**src/rtl/mwd_pkg.sv**
```systemverilog
package mwd_pkg;
  localparam int unsigned ADDR_W = 20;
  typedef logic [ADDR_W-1:0] addr_t;

  typedef enum logic [2:0] {
    RGN_NONE  = 3'd0,
    RGN_DRAM  = 3'd1,
    RGN_FS    = 3'd2,
    RGN_FLASH = 3'd3,
    RGN_DREG  = 3'd4
  } region_e;

  localparam addr_t DRAM_END_DEF   = 20'hC0000;
  localparam addr_t FS_BASE_DEF    = 20'hA0000;
  localparam addr_t FLASH_BASE_DEF = 20'hC8000;
  localparam addr_t DREG_BASE_DEF  = 20'h00200;
  localparam addr_t PAGE_IO_DEF    = 20'h00210;
  localparam addr_t RANGE_IO_DEF   = 20'h00211;
endpackage

```
**src/rtl/mwd_cfg_regs.sv**
```systemverilog
module mwd_cfg_regs
  import mwd_pkg::*;
#(
  parameter int unsigned DATA_W   = 8,
  parameter int unsigned PAGE_W   = 8,
  parameter int unsigned FS_PARTS = 2,
  parameter addr_t       PAGE_IO  = PAGE_IO_DEF,
  parameter addr_t       RANGE_IO = RANGE_IO_DEF
) (
  input  logic                clk_i,
  input  logic                rst_ni,
  input  logic                io_i,
  input  logic                wr_i,
  input  addr_t               addr_i,
  input  logic [DATA_W-1:0]   wdata_i,
  output logic [PAGE_W-1:0]   page_o,
  output logic [FS_PARTS-1:0] part_en_o
);
  logic io_wr;
  logic page_we;
  logic range_we;

  assign io_wr    = io_i & wr_i;
  assign page_we  = io_wr && (addr_i == PAGE_IO);
  assign range_we = io_wr && (addr_i == RANGE_IO);

  always_ff @(posedge clk_i or negedge rst_ni) begin
    if (!rst_ni) begin
      page_o <= '0;
    end else if (page_we) begin
      page_o <= wdata_i[PAGE_W-1:0];
    end
  end

  // reset value enables every part: whole window is frame store
  always_ff @(posedge clk_i or negedge rst_ni) begin
    if (!rst_ni) begin
      part_en_o <= '1;
    end else if (range_we) begin
      part_en_o <= wdata_i[FS_PARTS-1:0];
    end
  end
endmodule

```
**src/rtl/mwd_fs_match.sv**
```systemverilog
module mwd_fs_match
  import mwd_pkg::*;
#(
  parameter int unsigned FS_PARTS = 2,
  parameter int unsigned PART_W   = 16,
  parameter addr_t       FS_BASE  = FS_BASE_DEF
) (
  input  logic [ADDR_W-PART_W-1:0] addr_hi_i,
  input  logic [FS_PARTS-1:0]      part_en_i,
  output logic                     hit_o
);
  localparam int unsigned HI_W = ADDR_W - PART_W;

  logic [FS_PARTS-1:0] part_hit;

  for (genvar p = 0; p < FS_PARTS; p++) begin : g_part
    localparam addr_t PART_BASE = FS_BASE + (addr_t'(p) << PART_W);
    localparam logic [HI_W-1:0] PART_TAG = PART_BASE[ADDR_W-1:PART_W];
    assign part_hit[p] = part_en_i[p] && (addr_hi_i == PART_TAG);
  end

  assign hit_o = |part_hit;
endmodule

```
**src/rtl/mwd_region_sel.sv**
```systemverilog
module mwd_region_sel
  import mwd_pkg::*;
#(
  parameter int unsigned WIN_W      = 14,
  parameter int unsigned DREG_W     = 4,
  parameter addr_t       DRAM_END   = DRAM_END_DEF,
  parameter addr_t       FLASH_BASE = FLASH_BASE_DEF,
  parameter addr_t       DREG_BASE  = DREG_BASE_DEF
) (
  input  logic    mem_i,
  input  logic    io_i,
  input  addr_t   addr_i,
  input  logic    fs_hit_i,
  output region_e region_o
);
  logic flash_hit;
  logic dram_hit;
  logic dreg_hit;

  assign flash_hit = addr_i[ADDR_W-1:WIN_W] == FLASH_BASE[ADDR_W-1:WIN_W];
  assign dram_hit  = addr_i < DRAM_END;
  assign dreg_hit  = addr_i[ADDR_W-1:DREG_W] == DREG_BASE[ADDR_W-1:DREG_W];

  // I/O cycles win over memory; frame store overrides DRAM
  always_comb begin
    region_o = RGN_NONE;
    if (io_i) begin
      if (dreg_hit) region_o = RGN_DREG;
    end else if (mem_i) begin
      if (fs_hit_i)       region_o = RGN_FS;
      else if (flash_hit) region_o = RGN_FLASH;
      else if (dram_hit)  region_o = RGN_DRAM;
    end
  end
endmodule

```
**src/rtl/mem_window_decoder.sv**
```systemverilog
module mem_window_decoder
  import mwd_pkg::*;
#(
  parameter int unsigned DATA_W   = 8,
  parameter int unsigned PAGE_W   = 8,
  parameter int unsigned WIN_W    = 14,
  parameter int unsigned FS_PARTS = 2,
  parameter int unsigned PART_W   = 16,
  localparam int unsigned FADDR_W = PAGE_W + WIN_W
) (
  input  logic               clk_i,
  input  logic               rst_ni,
  input  logic               mem_i,
  input  logic               io_i,
  input  logic               wr_i,
  input  logic [ADDR_W-1:0]  addr_i,
  input  logic [DATA_W-1:0]  wdata_i,
  output logic               dram_sel_o,
  output logic               fs_sel_o,
  output logic               flash_sel_o,
  output logic               dreg_sel_o,
  output logic [FADDR_W-1:0] flash_addr_o,
  output logic               led_o
);
  logic [PAGE_W-1:0]   page;
  logic [FS_PARTS-1:0] part_en;
  logic                fs_hit;
  region_e             region;

  mwd_cfg_regs #(
    .DATA_W  (DATA_W),
    .PAGE_W  (PAGE_W),
    .FS_PARTS(FS_PARTS)
  ) i_cfg_regs (
    .clk_i    (clk_i),
    .rst_ni   (rst_ni),
    .io_i     (io_i),
    .wr_i     (wr_i),
    .addr_i   (addr_i),
    .wdata_i  (wdata_i),
    .page_o   (page),
    .part_en_o(part_en)
  );

  mwd_fs_match #(
    .FS_PARTS(FS_PARTS),
    .PART_W  (PART_W)
  ) i_fs_match (
    .addr_hi_i(addr_i[ADDR_W-1:PART_W]),
    .part_en_i(part_en),
    .hit_o    (fs_hit)
  );

  mwd_region_sel #(
    .WIN_W(WIN_W)
  ) i_region_sel (
    .mem_i   (mem_i),
    .io_i    (io_i),
    .addr_i  (addr_i),
    .fs_hit_i(fs_hit),
    .region_o(region)
  );

  assign dram_sel_o   = region == RGN_DRAM;
  assign fs_sel_o     = region == RGN_FS;
  assign flash_sel_o  = region == RGN_FLASH;
  assign dreg_sel_o   = region == RGN_DREG;
  assign flash_addr_o = {page, addr_i[WIN_W-1:0]};
  assign led_o        = page[PAGE_W-1];
endmodule

```
**config.mk**
```make
export PLATFORM = sky130hd
export DESIGN_NAME = mem_window_decoder
export DESIGN_NICKNAME = d
export VERILOG_FILES = /design/src/rtl/mwd_pkg.sv /design/src/rtl/mwd_cfg_regs.sv /design/src/rtl/mwd_fs_match.sv /design/src/rtl/mwd_region_sel.sv /design/src/rtl/mem_window_decoder.sv
export SDC_FILE = /design/constraint.sdc
export NUM_CORES = 1
export LEC_CHECK = 0
export BUFFER_PORTS_ARGS = -buffer_cell sky130_fd_sc_hd__clkbuf_2
export CAP_MARGIN = 20
export CORE_MARGIN = 10
export CORE_UTILIZATION = 25
export DETAILED_ROUTE_END_ITERATION = 8
export PLACE_DENSITY_LB_ADDON = 0.1
export SLEW_MARGIN = 20
export SYNTH_ARGS = -nofsm -noshare
export SYNTH_HDL_FRONTEND = slang
export SYNTH_SLANG_ARGS = --single-unit
```
**constraint.sdc**
```tcl
create_clock -name clk_i -period 1.4 [get_ports clk_i]
set_input_delay 0.07 -clock clk_i [delete_from_list [all_inputs] [get_ports clk_i]]
set_output_delay 0.07 -clock clk_i [all_outputs]
set_load 0.05 [all_outputs]
```
==> impl_summary.log, run 1 <==
[metrics] I/O pin cnt: 60
[metrics] area growth from synthesis to layout: 72.4%
[metrics] post-DR wirelength/cell: 13.4 microns
[metrics] clock sink total: 10
[metrics] slew at the pin with the worst max-slew slack: around 0.29 ns
[metrics] via count of the first global-routing pass: 691
[metrics] sum of routed wire length over all layers: 1960 microns
[metrics] Power Dens Cells: between 600 and 700 nW/um^2
[metrics] Startpoint Class: register
[metrics] final standard cell count with taps included and fillers excluded: about 150
[metrics] type of destination of the critical path: output port
[metrics] diode insertion count for antenna repair: 0
[metrics] number of buffers added on ports: approximately 60
[metrics] Final Net Count: 150
[metrics] run status: complete, but fails checks
[metrics] DR pass1 iterations: 2
[metrics] number of nets in the synthesized netlist: 90
[metrics] cell with the most instances after synthesis: sky130_fd_sc_hd__buf_4
[metrics] die boundary width: around 70 microns
[metrics] layout cells sized above 1: 80.2%
[metrics] gp weighted congestion: 0.747
[metrics] number of instances on the worst hold path: 2
[metrics] placement-stage worst setup slack: -0.248 ns
[metrics] Worst EP required: 1.33 ns
[metrics] Distinct cells, synth: 20
[metrics] count of cell instances traversed by the critical path: 5
[metrics] average vias per placed instance: between 4 and 5
[metrics] Commonest cells post-synth: sky130_fd_sc_hd__buf_4 (15), sky130_fd_sc_hd__mux2_2 (10), sky130_fd_sc_hd__dfrtp_1 (8)
[metrics] number of remaining DRC errors: 0
[metrics] most used flip-flop cell after synthesis: sky130_fd_sc_hd__dfrtp_1
[metrics] highest ir drop seen on vdd: 489 uV
[metrics] Syn Std Cell Area: 629 sq um
[metrics] clock tree from TritonCTS: built
[metrics] top-area cell type share of the netlist area: 31.8%
[metrics] routed vias: 640
[metrics] synthesized area per cell: 11.0 sq um
[metrics] slowest CP cell: sky130_fd_sc_hd__dfstp_2
[metrics] worst skew pair latency: 0.25 ns
[metrics] number of flops mapped to enable cells by yosys: 0
[metrics] Most Used Layer, Global Route: met2
[metrics] Lkg Pwr: 0.593 nW
[metrics] biggest area contributors in the synthesized netlist: sky130_fd_sc_hd__dfrtp_1 (32%), sky130_fd_sc_hd__buf_4 (18%), sky130_fd_sc_hd__mux2_2 (18%)
[metrics] final worst-path setup slack: -0.267 ns
[metrics] Detail Route Antenna Nets: 0
[metrics] Max Root-Sink Buffers: 2
[metrics] worst hold path class: primary input to register
[metrics] TritonCTS Buffers: 3
[metrics] cell family contributing the most delay on the critical path: simple AND/OR/NAND/NOR gates
[metrics] post-synth top area cell: sky130_fd_sc_hd__dfrtp_1
[metrics] clock-pin slew of the registers on the worst-case setup and hold paths: 0.06 ns
[metrics] wire length of the first global-routing pass: 3260 microns
[metrics] post-layout total power: 0.000743 W
[metrics] final global-route overflow total: 0
[metrics] starting density of the core: 25.9%
[metrics] share of async-settable or async-resettable flops after synthesis: 100%
[metrics] type of the setup path with the least slack: register to output port
[metrics] CTS HTree Levels: 1
[metrics] length in cells of the worst reg-to-reg path: 1
[metrics] number of antenna violations at the first check in global routing: 0
[metrics] final period utilization: 119%
[metrics] max-slew violations: 0
[metrics] final clock skew: 0 ns
[metrics] part of the Yosys area used for sequential elements: 40.2%
[metrics] synthesized netlist cell count: 57
[metrics] final-layout worst hold slack: 0.0447 ns
[metrics] overall routing resource usage: around 7.9%
[metrics] M3 GR Usage: 4.94%
[metrics] count of standard-cell rows: 18
[metrics] full die area: 4920 sq um
[metrics] cells along the critical path: mux2i_1, or3_4, nand3b_1, nor3_4, buf_8
[metrics] height of the chip: 70.2 microns
[metrics] post-detail-place hpwl: 1760 microns
[metrics] largest net degree at the start of global routing: 11
[metrics] highest cell delay on the worst timing path: 0.53 ns
[metrics] violated checks: setup timing
[metrics] CTS Root Cell: sky130_fd_sc_hd__clkbuf_4
[metrics] Crit path buffers/inverters: 1
[metrics] global routing usage on met2: ~14%
[metrics] count of synthesis-stage warnings from yosys: 0
[metrics] Max Clk Rate: 600 MHz
[metrics] max-cap violations: 0
[metrics] final number of setup-violating endpoints: 3
[metrics] Inst Count DP: 140
[metrics] utilization of the core after routing: about 45%
[metrics] CP Max Fanout: 2
[metrics] data arrival time of the critical path: 1.60 ns
[metrics] Period minus WS final: 1.67 ns
[metrics] core region area: 2430 sq um
[metrics] routing usage on met1: 7.50%
[metrics] count of final hold-check violations: 0
[metrics] Iteration-0 DRC Markers: 17
[metrics] worst rel slew slack: between 80% and 90%
[metrics] unrepaired setup endpoints after global routing: true
[metrics] Yosys reg bits: 10
-- sequential cells by signal, summed over array words and instances (netlist names) --
| signal | count |
|---|---|
| i_cfg_regs.page_o | 8 |
| i_cfg_regs.part_en_o | 2 |
-- through the flow --
stage | TNS, ns | instance area (sq um)
after detailed placement | -2.55 | 1000
after CTS | -0.896 | 1070
final | -0.768 | 1080
after floorplan | -1.09 | 682
after global placement | -2.51 | 1000
after global routing | -1.02 | 1080
-- cell families (layout without fill, tap and decap cells) --
kind of cell | after synthesis | in the layout | synth area share (%)
buffers and inverters | 15 | 74 | 17.9
and+or+nand+nor | 20 | 20 | 21.7
DFF | 10 | 10 | 40.2
AOI/OAI and AO/OA | 1 | 1 | 0.794
muxes | 11 | 11 | 19.5
-- repair_timing --
| item | 4_1_cts | 5_1_grt |
|---|---|---|
| buffers inserted | 0 | 1 |
| setup endpoints to repair | 3 | 11 |
| endpoints found under the hold margin | 10 | 0 |
| gates resized for setup | 5 | 3 |
| hold buffers | 1 | 0 |
| pin swaps | 4 | 3 |
-- where the power goes --
group / internal (W) / leakage (nW) / switching, W
clock network: 0.000158 / 0.0210 / 0.0000904
logic: 0.0000713 / 0.440 / 0.000134
registers: 0.000289 / 0.132 / 0.00000000204
-- per-layer routing --
metal  vias up  wire [microns]
li1        313               -
met1       293             702
met2        34             990
met3         0             263
met4         0               0
met5         -               0
-- cell usage in the layout, fill, tap and decap left out, drive strengths merged --
| cell | instances |
|---|---|
| a21oi | 1 |
| buf | 14 |
| clkbuf | 59 |
| dfrtp | 8 |
| dfstp | 2 |
| dlygate4sd3 | 1 |
| mux2 | 10 |
| mux2i | 1 |
| nand2 | 2 |
| nand3 | 2 |
| nand3b | 1 |
| nand4 | 1 |
| nand4b | 1 |
| nor2 | 3 |
| nor2b | 1 |
| nor3 | 1 |
| nor3b | 1 |
| nor4 | 4 |
| nor4b | 1 |
| or3 | 2 |
-- path summary, 6_finish.rpt --
kind                                                           from                                  end  slack (ns)
worst min register to register     i_cfg_regs.page_o[2]$_DFFE_PN0P_     i_cfg_regs.page_o[2]$_DFFE_PN0P_        0.51
max in group asynchronous                                    rst_ni  i_cfg_regs.part_en_o[1]$_DFFE_PN1P_        0.93
worst min-delay path                                     wdata_i[2]     i_cfg_regs.page_o[2]$_DFFE_PN0P_        0.04
worst max register to register     i_cfg_regs.page_o[0]$_DFFE_PN0P_     i_cfg_regs.page_o[0]$_DFFE_PN0P_        0.64
worst max-delay path            i_cfg_regs.part_en_o[0]$_DFFE_PN1P_                          flash_sel_o       -0.27
min in group asynchronous                                    rst_ni     i_cfg_regs.page_o[2]$_DFFE_PN0P_        0.21
-- layout make-up --
class                   instances  area [sq um]
fillers                       249          1350
repair buffers                 70           430
multi-input cells              32           328
flip-flops and latches         10           253
well taps                      30          37.5
clock buffers                   4          36.3
Power figures use the tool's default switching activity.
==> run 2, diff against run 1 <==
--- a/config.mk
+++ b/config.mk
@@ -8,7 +8,7 @@
 export BUFFER_PORTS_ARGS = -buffer_cell sky130_fd_sc_hd__clkbuf_2
 export CAP_MARGIN = 20
 export CORE_MARGIN = 10
-export CORE_UTILIZATION = 25
+export CORE_UTILIZATION = 35
 export DETAILED_ROUTE_END_ITERATION = 8
 export PLACE_DENSITY_LB_ADDON = 0.1
 export SLEW_MARGIN = 20
==> run 2 against run 1 <==
  * Sequential cell count did not move
  * Critical endpoint unchanged
  * The flow still finishes with violations (setup timing)
  * Design area rose by 0.58%
  * Critical path type unchanged
  * Power decreased by 0.30%
  * Routed wire length is 5.6% lower
  * Sequential share of layout area shrank 0.13 points
  * First-iteration DRC count shrank 53%
  * Largest cell class unchanged
==> impl_summary.log, run 2 (synthesis gave the netlist of run 1 again) <==
[metrics] slew at the pin with the worst max-slew slack: 0.263 ns
[metrics] final period utilization: 118%
[metrics] gp weighted congestion: 0.670
[metrics] count of standard-cell rows: 15
[metrics] wire length of the first global-routing pass: 2940 microns
[metrics] I/O pin cnt: 60
[metrics] Lkg Pwr: around 0.60 nW
[metrics] final worst-path setup slack: -0.254 ns
[metrics] CP Max Fanout: 2
[metrics] Power Dens Cells: approximately 680 nW/um^2
[metrics] full die area: 3890 sq um
[metrics] final-layout worst hold slack: 0.0529 ns
[metrics] overall routing resource usage: 8.64%
[metrics] clock sink total: 10
[metrics] most common cell after layout, fill and taps aside: sky130_fd_sc_hd__clkbuf_2
[metrics] diode insertion count for antenna repair: 0
[metrics] CTS Root Cell: sky130_fd_sc_hd__clkbuf_4
[metrics] average vias per placed instance: 4.49
[metrics] max-cap violations: 0
[metrics] max-slew violations: 0
[metrics] core region area: 1710 sq um
[metrics] Iteration-0 DRC Markers: 8
[metrics] CTS HTree Levels: 1
[metrics] Max Clk Rate: ~600 MHz
[metrics] clock tree from TritonCTS: built
[metrics] type of destination of the critical path: output port
[metrics] via count of the first global-routing pass: 695
[metrics] number of fillers in the final layout: 143
[metrics] final number of setup-violating endpoints: 3
[metrics] Max Root-Sink Buffers: 2
[metrics] cell area after placement: between 900 and 1000 sq um
[metrics] unrepaired setup endpoints after global routing: true
[metrics] data arrival time of the critical path: roughly 1.6 ns
[metrics] worst hold path class: primary input to register
[metrics] worst skew pair latency: 0.25 ns
[metrics] height of the chip: 62.4 microns
[metrics] worst rel slew slack: 82.2%
[metrics] number of antenna violations at the first check in global routing: 0
[metrics] sum of routed wire length over all layers: 1850 microns
[metrics] final global-route overflow total: 0
[metrics] Regs by FF count: i_cfg_regs.page_o: 8 flops, i_cfg_regs.part_en_o: 2 flops
[metrics] highest ir drop seen on vdd: 843 uV
[metrics] Final Net Count: between 150 and 200
[metrics] top register by number of flip-flops: i_cfg_regs.page_o
[metrics] run status: complete, but fails checks
[metrics] post-DR wirelength/cell: 13.0 microns
[metrics] TritonCTS Buffers: 3
[metrics] Detail Route Antenna Nets: 0
[metrics] type of the setup path with the least slack: register to output port
[metrics] clock-pin slew of the registers on the worst-case setup and hold paths: around 0.06 ns
[metrics] die boundary width: between 60 and 70 microns
[metrics] post-layout total power: 0.000741 W
[metrics] layout cells sized above 1: 81.2%
[metrics] number of remaining DRC errors: 0
[metrics] violated checks: setup timing
[metrics] total negative slack: -0.750 ns
[metrics] DR pass1 iterations: 2
[metrics] number of flip-flops in the largest register: 8
[metrics] starting density of the core: between 30% and 40%
[metrics] routed vias: 638
[metrics] post-detail-place hpwl: approximately 1700 microns
[metrics] area growth from synthesis to layout: 73.4%
[metrics] number of buffers added on ports: just under 60
[metrics] Worst EP required: ~1.3 ns
[metrics] placement-stage worst setup slack: -0.178 ns
[metrics] count of final hold-check violations: 0
[metrics] Register-to-Register Setup Slack: 0.63 ns
[metrics] final clock skew: 0 ns
[metrics] Final Cell Area: around 1100 sq um
[metrics] most frequent cells in the layout: sky130_fd_sc_hd__clkbuf_2 (55), sky130_fd_sc_hd__buf_4 (11), sky130_fd_sc_hd__dfrtp_1 (8)
[metrics] largest net degree at the start of global routing: 11
[metrics] Startpoint Class: register
[metrics] Period minus WS final: 1.65 ns
run 2: metal layers:
layer / up-vias / track usage (%) / share of wire [%]
met3: 0 / 3.23 / 7.7
met4: 0 / 1.68 / 0
met1: 292 / 8.52 / 36
met2: 28 / 16.7 / 56
met5: - / 0 / 0
li1: 318 / - / -
run 2: repair_timing:
| action | CTS | global route |
|---|---|---|
| hold buffers | 1 | 0 |
| setup buffers | 0 | 1 |
| endpoints found under the hold margin | 10 | 0 |
| pin swaps | 4 | 2 |
| resized for setup | 5 | 9 |
| cloned | 0 | 0 |
| endpoints found under the setup margin | 3 | 4 |
run 2: worst paths after layout:
kind	from	to	depth (start not counted)
max reg2reg	i_cfg_regs.page_o[7]$_DFFE_PN0P_	i_cfg_regs.page_o[7]$_DFFE_PN0P_	1
min in group asynchronous	rst_ni	i_cfg_regs.page_o[3]$_DFFE_PN0P_	2
min	wdata_i[4]	i_cfg_regs.page_o[4]$_DFFE_PN0P_	2
max	i_cfg_regs.part_en_o[1]$_DFFE_PN1P_	flash_sel_o	5
max in group asynchronous	rst_ni	i_cfg_regs.part_en_o[1]$_DFFE_PN1P_	2
min reg2reg	i_cfg_regs.page_o[3]$_DFFE_PN0P_	i_cfg_regs.page_o[3]$_DFFE_PN0P_	1
run 2: through the flow:
| step | util (%) | std cells |
|---|---|---|
| 2_1_floorplan | - | 57 |
| 3_3_place_gp | 57.7 | 136 |
| 3_5_place_dp | 57.7 | 136 |
| 4_1_cts | 61.8 | 141 |
| 5_1_grt | 63.9 | 142 |
| 6_report | 63.9 | 142 |
run 2: report_power, final:
part | leakage, nW | total, W | switching (W) | internal, W
clock | 0.0210 | 0.000243 | 0.0000861 | 0.000157
sequential | 0.132 | 0.000289 | 0.00000000201 | 0.000289
combinational | 0.443 | 0.000208 | 0.000136 | 0.0000721
total | 0.596 | 0.000741 | 0.000222 | 0.000518
run 2: worst max-delay path, stage by stage, from the launching register on:
cell	delay, ns
sky130_fd_sc_hd__dfstp_2	0.53
sky130_fd_sc_hd__mux2i_1	0.07
sky130_fd_sc_hd__or3_4	0.35
sky130_fd_sc_hd__nand3b_1	0.18
sky130_fd_sc_hd__nor3_4	0.07
sky130_fd_sc_hd__buf_8	0.15
run 2: area by class of cell:
cell class / count / area (sq um) / area share (%)
clock buffer: 4 / 36.3 / 3.33
multi-input combinational: 32 / 342 / 31.3
sequential: 10 / 253 / 23.2
tap: 25 / 31.3 / 2.87
timing repair buffer: 71 / 429 / 39.3
